File: config.mk
export PLATFORM = sky130hd
export DESIGN_NAME = hline_burst
export DESIGN_NICKNAME = d
export VERILOG_FILES = /design/src/rtl/hl_pkg.sv /design/src/rtl/hl_line_counter.sv /design/src/rtl/hl_hsync_cmp.sv /design/src/rtl/hl_burst_seq.sv /design/src/rtl/hl_pixel_out.sv /design/src/rtl/hline_burst.sv
export SDC_FILE = /design/constraint.sdc
export NUM_CORES = 1
export LEC_CHECK = 0
export CAP_MARGIN = 20
export CORE_MARGIN = 2
export CORE_UTILIZATION = 53
export CTS_BUF_LIST = sky130_fd_sc_hd__clkbuf_4 sky130_fd_sc_hd__clkbuf_8 sky130_fd_sc_hd__clkbuf_16
export CTS_CLUSTER_SIZE = 20
export DETAILED_ROUTE_END_ITERATION = 12
export DONT_BUFFER_PORTS = 1
export PLACE_DENSITY = 0.78
export SYNTH_ARGS = -nofsm -noshare
export SYNTH_HDL_FRONTEND = slang
export SYNTH_SLANG_ARGS = --single-unit
File: constraint.sdc
create_clock -name clk -period 3.19 [get_ports clk]
set_input_delay 0.638 -clock clk [delete_from_list [all_inputs] [get_ports clk]]
set_output_delay 0.638 -clock clk [all_outputs]
set_load 0.005 [all_outputs]
File: src/rtl/hl_pkg.sv
package hl_pkg;
  typedef enum logic {
    BURST_IDLE = 1'b0,
    BURST_RUN  = 1'b1
  } burst_state_t;

  localparam int unsigned RST_SYNC_STAGES = 2;
endpackage

File: src/rtl/hl_line_counter.sv
module hl_line_counter #(
  parameter int unsigned CNT_W = 16
) (
  input  logic             clk,
  input  logic             rst_n,
  input  logic [CNT_W-1:0] limit_i,
  output logic [CNT_W-1:0] cnt_o,
  output logic             wrap_o
);
  logic [CNT_W-1:0] cnt_q, cnt_d;

  assign wrap_o = (cnt_q == limit_i);

  always_comb begin
    if (wrap_o) cnt_d = '0;
    else        cnt_d = cnt_q + 1'b1;
  end

  always_ff @(posedge clk or negedge rst_n) begin
    if (!rst_n) cnt_q <= '0;
    else        cnt_q <= cnt_d;
  end

  assign cnt_o = cnt_q;
endmodule

File: src/rtl/hl_hsync_cmp.sv
module hl_hsync_cmp #(
  parameter int unsigned CNT_W = 16
) (
  input  logic             clk,
  input  logic             rst_n,
  input  logic [CNT_W-1:0] cnt_i,
  input  logic [CNT_W-1:0] start_i,
  input  logic [CNT_W-1:0] end_i,
  output logic             hsync_o,
  output logic             evt_o
);
  logic hs_q, hs_d, evt_q, evt_d;
  logic hit_start, hit_end;

  assign hit_start = (cnt_i == start_i);
  assign hit_end   = (cnt_i == end_i);

  always_comb begin
    hs_d = hs_q;
    if (hit_end)        hs_d = 1'b1;
    else if (hit_start) hs_d = 1'b0;
    evt_d = hit_start;
  end

  always_ff @(posedge clk or negedge rst_n) begin
    if (!rst_n) begin
      hs_q  <= 1'b1;
      evt_q <= 1'b0;
    end else begin
      hs_q  <= hs_d;
      evt_q <= evt_d;
    end
  end

  assign hsync_o = hs_q;
  assign evt_o   = evt_q;


  hs_rise_chk: assert property (@(posedge clk) disable iff (!rst_n)
    (cnt_i == end_i) |=> hsync_o);


  hs_fall_chk: assert property (@(posedge clk) disable iff (!rst_n)
    (cnt_i == start_i && cnt_i != end_i) |=> !hsync_o);
endmodule

File: src/rtl/hl_burst_seq.sv
module hl_burst_seq
  import hl_pkg::*;
#(
  parameter int unsigned ADDR_W   = 16,
  parameter int unsigned LINE_LEN = 160
) (
  input  logic              clk,
  input  logic              rst_n,
  input  logic              start_i,
  input  logic [ADDR_W-1:0] base_i,
  output logic              rd_en_o,
  output logic [ADDR_W-1:0] rd_addr_o,
  output logic              last_o
);
  localparam int unsigned IDX_W = $clog2(LINE_LEN + 1);
  localparam logic [IDX_W-1:0] IDX_LAST = IDX_W'(LINE_LEN - 1);

  burst_state_t      st_q, st_d;
  logic [IDX_W-1:0]  idx_q, idx_d;
  logic [ADDR_W-1:0] base_q;
  logic              base_en;
  logic              last_q, last_d;
  logic              at_last;

  assign at_last = (st_q == BURST_RUN) && (idx_q == IDX_LAST);
  assign base_en = start_i;

  always_comb begin
    st_d   = st_q;
    idx_d  = idx_q;
    last_d = at_last;
    if (start_i) begin
      st_d  = BURST_RUN;
      idx_d = '0;
    end else if (st_q == BURST_RUN) begin
      if (at_last) begin
        st_d  = BURST_IDLE;
        idx_d = '0;
      end else begin
        idx_d = idx_q + 1'b1;
      end
    end
  end

  always_ff @(posedge clk or negedge rst_n) begin
    if (!rst_n) begin
      st_q   <= BURST_IDLE;
      idx_q  <= '0;
      last_q <= 1'b0;
    end else begin
      st_q   <= st_d;
      idx_q  <= idx_d;
      last_q <= last_d;
    end
  end

  always_ff @(posedge clk or negedge rst_n) begin
    if (!rst_n)       base_q <= '0;
    else if (base_en) base_q <= base_i;
  end

  assign rd_en_o   = (st_q == BURST_RUN);
  assign rd_addr_o = base_q + ADDR_W'(idx_q);
  assign last_o    = last_q;


  addr_step_chk: assert property (@(posedge clk) disable iff (!rst_n)
    (rd_en_o && $past(rd_en_o) && !$past(start_i))
      |-> rd_addr_o == $past(rd_addr_o) + 1'b1);


  base_hold_chk: assert property (@(posedge clk) disable iff (!rst_n)
    (rd_en_o && !start_i) |=> (rd_en_o -> rd_addr_o == $past(rd_addr_o) + 1'b1));
endmodule

File: src/rtl/hl_pixel_out.sv
module hl_pixel_out #(
  parameter int unsigned PIX_W = 8
) (
  input  logic             clk,
  input  logic             rst_n,
  input  logic             rd_en_i,
  input  logic             last_i,
  input  logic [PIX_W-1:0] rd_data_i,
  output logic [PIX_W-1:0] pix_o
);
  logic             valid_q, zero_q;
  logic [PIX_W-1:0] pix_q, pix_d;
  logic             pix_en;

  assign pix_en = valid_q | zero_q;

  always_comb begin
    pix_d = '0;
    if (valid_q) pix_d = rd_data_i;
  end

  always_ff @(posedge clk or negedge rst_n) begin
    if (!rst_n) begin
      valid_q <= 1'b0;
      zero_q  <= 1'b0;
    end else begin
      valid_q <= rd_en_i;
      zero_q  <= last_i;
    end
  end

  always_ff @(posedge clk or negedge rst_n) begin
    if (!rst_n)      pix_q <= '0;
    else if (pix_en) pix_q <= pix_d;
  end

  assign pix_o = pix_q;


  blank_chk: assert property (@(posedge clk) disable iff (!rst_n)
    $fell(valid_q) |=> (pix_o == '0));
endmodule

File: src/rtl/hline_burst.sv
module hline_burst
  import hl_pkg::*;
#(
  parameter int unsigned CNT_W    = 16,
  parameter int unsigned ADDR_W   = 16,
  parameter int unsigned PIX_W    = 8,
  parameter int unsigned LINE_LEN = 160
) (
  input  logic              clk,
  input  logic              rst_n,
  input  logic [CNT_W-1:0]  line_max,
  input  logic [CNT_W-1:0]  hs_start,
  input  logic [CNT_W-1:0]  hs_end,
  input  logic              pix_en,
  input  logic [ADDR_W-1:0] src_base,
  output logic              rd_en,
  output logic [ADDR_W-1:0] rd_addr,
  input  logic [PIX_W-1:0]  rd_data,
  output logic [PIX_W-1:0]  pix_out,
  output logic              hsync,
  output logic              line_event
);
  logic [RST_SYNC_STAGES-1:0] rs_q;
  logic                       srst_n;
  logic [CNT_W-1:0]           cnt_w;
  logic                       wrap_w, start_w, last_w;

  always_ff @(posedge clk or negedge rst_n) begin
    if (!rst_n) rs_q <= '0;
    else        rs_q <= {rs_q[RST_SYNC_STAGES-2:0], 1'b1};
  end
  assign srst_n = rs_q[RST_SYNC_STAGES-1];

  hl_line_counter #(.CNT_W(CNT_W)) u_cnt (
    .clk(clk), .rst_n(srst_n), .limit_i(line_max),
    .cnt_o(cnt_w), .wrap_o(wrap_w)
  );

  hl_hsync_cmp #(.CNT_W(CNT_W)) u_sync (
    .clk(clk), .rst_n(srst_n), .cnt_i(cnt_w),
    .start_i(hs_start), .end_i(hs_end),
    .hsync_o(hsync), .evt_o(line_event)
  );

  assign start_w = wrap_w & pix_en;

  hl_burst_seq #(.ADDR_W(ADDR_W), .LINE_LEN(LINE_LEN)) u_seq (
    .clk(clk), .rst_n(srst_n), .start_i(start_w), .base_i(src_base),
    .rd_en_o(rd_en), .rd_addr_o(rd_addr), .last_o(last_w)
  );

  hl_pixel_out #(.PIX_W(PIX_W)) u_pix (
    .clk(clk), .rst_n(srst_n), .rd_en_i(rd_en), .last_i(last_w),
    .rd_data_i(rd_data), .pix_o(pix_out)
  );


  no_burst_chk: assert property (@(posedge clk) disable iff (!srst_n)
    (wrap_w && !pix_en && !rd_en) |=> !rd_en);


  evt_once_chk: assert property (@(posedge clk) disable iff (!srst_n)
    (line_event && line_max != '0) |=> !line_event);
endmodule

==> impl_metrics.ini <==
[synth]
syn_inst = 312
ys_warn_count = 0
syn-num-nets = 398
synth_edf_count = 0
synth.distinct_cells = 38
synth_top_area_cell = dfrtp_1
avgSynthCellArea_um2 = 10.6
ys_async_sr_fraction = 1.00
ys_seq_area_frac = 0.426
synth_ff_type = dfrtp_1
synth-seq-cells = 56
syn_area_mm2 = 0.00329
synth_area_leaders = dfrtp_1, xnor2_1, xor2_1
synth_top_cell_area_share = 0.418

[sta]
rsz0062_at_grt = false
slew_headroom = 0.453
setup_viol = 0
finalCriticalPeriod_ps = 3040
skew_ps = 9.39
period_share = 0.953
hold_viol = 0
maxSlewViolCount = 0
fmax_mhz = 329
whs_ps = 357
setup_tns_ps = 0
worst_pin_slew_ps = 820

[worst_setup_path]
end_kind = output pin
slowest_stage = dfrtp_1
cp-start-kind = flop
critPathMaxStageDelay_ps = 420
reg2reg_depth = 6
crit_family = compound AO/OA/AOI/OAI gates
cp_max_fo = 4
worstPathCellList = ha_1 > fa_1 > a21o_1 > a211oi_2 > o21ai_1 > nand3_1 > xnor2_1
regToRegSetupSlack_ps = 1000
path_buf_inv = 0
r2r-start = u_cnt.cnt_o[3]$_DFF_PN0_
worstPathArrival_ps = 2400
cp.required_ps = 2550
r2r_end = u_seq.base_q[3]$_DFFE_PN0P_
setup.worst_path.class = reg2out

[drt]
viasPerCell = 5.79
finalWirelength_um = 6600
ant_nets = 0
vias = 2212
wl_per_cell_um = 17.3
dr.pass1.iters = 4
drt_iter0_markers = 64
drc_errors = 0

[cts]
clk_pin_slew_ps = 90
cts_buffers = 5
cts_max_path_buffers = 2
clock_latency_ps = 300
cts_max_level = 2
cts-root-buf = clkbuf_8
cts_tree = yes
postCtsSetupRepairBufs = 0
clkSinkCount = 56

[global_route]
grt_remaining_overflow = 0
antenna_found_initial = 0
grt_pass1_wl_um = 10800
grt_max_degree = 38
grt_pass1_vias = 2191
grt_util_all_layers = 0.191

[finish]
drive_gt1_frac = 0.0782
fill_cells = 521
final_common_cell = dfrtp_1
antennaDiodeCount = 0
final_cell_mix = dfrtp_1, xnor2_1, nor2_1
fin_nets = 392
syn_to_final_growth_pct = 3.27

[outcome]
status = complete, no violations

[hold_path]
whs_endpoint = u_pix.zero_q$_DFF_PN0_
min_path_type = reg2reg
min-delay-start = u_seq.last_o$_DFF_PN0_
worstHoldPathCells = 0

[floorplan]
die_h_um = 82.8
dieArea_mm2 = 0.00686
die-width_um = 82.8
ioPinCount = 102
rows = 28
core_mm2 = 0.00596
start_util = 0.553

[place]
dp_hpwl_um = 5000
gp_congestion = 0.874
port_buffers = 0

[job]
maxCapViolations = 0

[power_and_ir_drop]
max-vdd-ir-drop_mv = 0.261
p_leak_nw = 1.53
power_mw = 1.57
powerDensity_mw_per_mm2 = 461
[flip-flops by register name (all words and copies together), names as in the netlist, 2 cells and up]
name,cells
u_seq.base_q,16
u_pix.pix_o,8
u_cnt.cnt_o,16
u_seq.idx_q,8
rs_q,2
[layer usage]
| metal | GRT usage | up-vias | wire [um] |
|---|---|---|---|
| li1 | - | 1048 | - |
| met1 | 0.262 | 1067 | 2940 |
| met2 | 0.306 | 85 | 3140 |
| met3 | 0.0417 | 12 | 391 |
| met4 | 0.0581 | 0 | 127 |
| met5 | 0 | - | 0 |
[power breakdown]
part,switching (mW),leakage (nW),internal [mW]
clock network,0.213,0.0523,0.195
registers,0.121,0.717,0.762
logic,0.128,0.757,0.149
[synth_stat cells (3+ instances only)]
master    count
dfrtp_1      55
a21oi_1       4
buf_6         5
a21o_1        3
nand3_1       9
xnor2_1      53
xor2_1       27
clkbuf_1      5
a22o_1        8
mux2_1       12
mux2_2        5
nor3_1        4
and3_1        5
nor4_1        6
inv_1         4
nand4_1      16
nor2_1       33
buf_2         5
ha_1         10
nand2_1      17
o21ai_0       6
[final cells by class]
cell class | instances | area (um2) | area share
sequential | 56 | 1400 | 0.413
clock buffer | 8 | 97.6 | 0.0287
timing repair buffer | 4 | 32.5 | 0.00956
inverter | 4 | 15.0 | 0.00441
multi-input combinational | 235 | 1760 | 0.517
tap | 75 | 93.8 | 0.0276
[per-stage QoR]
stage	instances	utilization	setup slack [ps]	instance area, um2
floorplan	312	-	660	3290
global placement	373	0.552	510	3290
detailed placement	373	0.552	404	3290
CTS	381	0.569	53.9	3390
global route	382	0.571	25.7	3400
finish	382	0.571	149	3400
[worst max-delay path by stage]
stage,startpoint,to,cells past startpoint
final,u_seq.idx_q[0]$_DFFE_PN0P_,rd_addr[14],7
after global routing,u_seq.idx_q[0]$_DFFE_PN0P_,rd_addr[10],7
after CTS,u_seq.idx_q[0]$_DFFE_PN0P_,rd_addr[14],7
after detailed placement,u_seq.idx_q[0]$_DFFE_PN0P_,rd_addr[14],7
after global placement,u_seq.idx_q[0]$_DFFE_PN0P_,rd_addr[10],7
after floorplan,u_seq.idx_q[0]$_DFFE_PN0P_,rd_addr[10],7
[cell families (layout without fill, tap and decap cells)]
group | after synthesis | in the layout | share of synthesized area
fa+ha+maj | 11 | 11 | 0.0441
mux | 18 | 18 | 0.0611
compound gates | 25 | 25 | 0.0528
xor+xnor | 82 | 82 | 0.223
other cells | 1 | 1 | 0.00114
flops | 56 | 56 | 0.426
buf+inv | 21 | 16 | 0.0418
simple gates | 98 | 98 | 0.151
[repair_timing]
item	CTS	global route
setup endpoints to repair	0	4
resized for setup	0	2
hold buffers	0	1
hold endpoints to repair	0	2
Power figures use the tool's default switching activity.
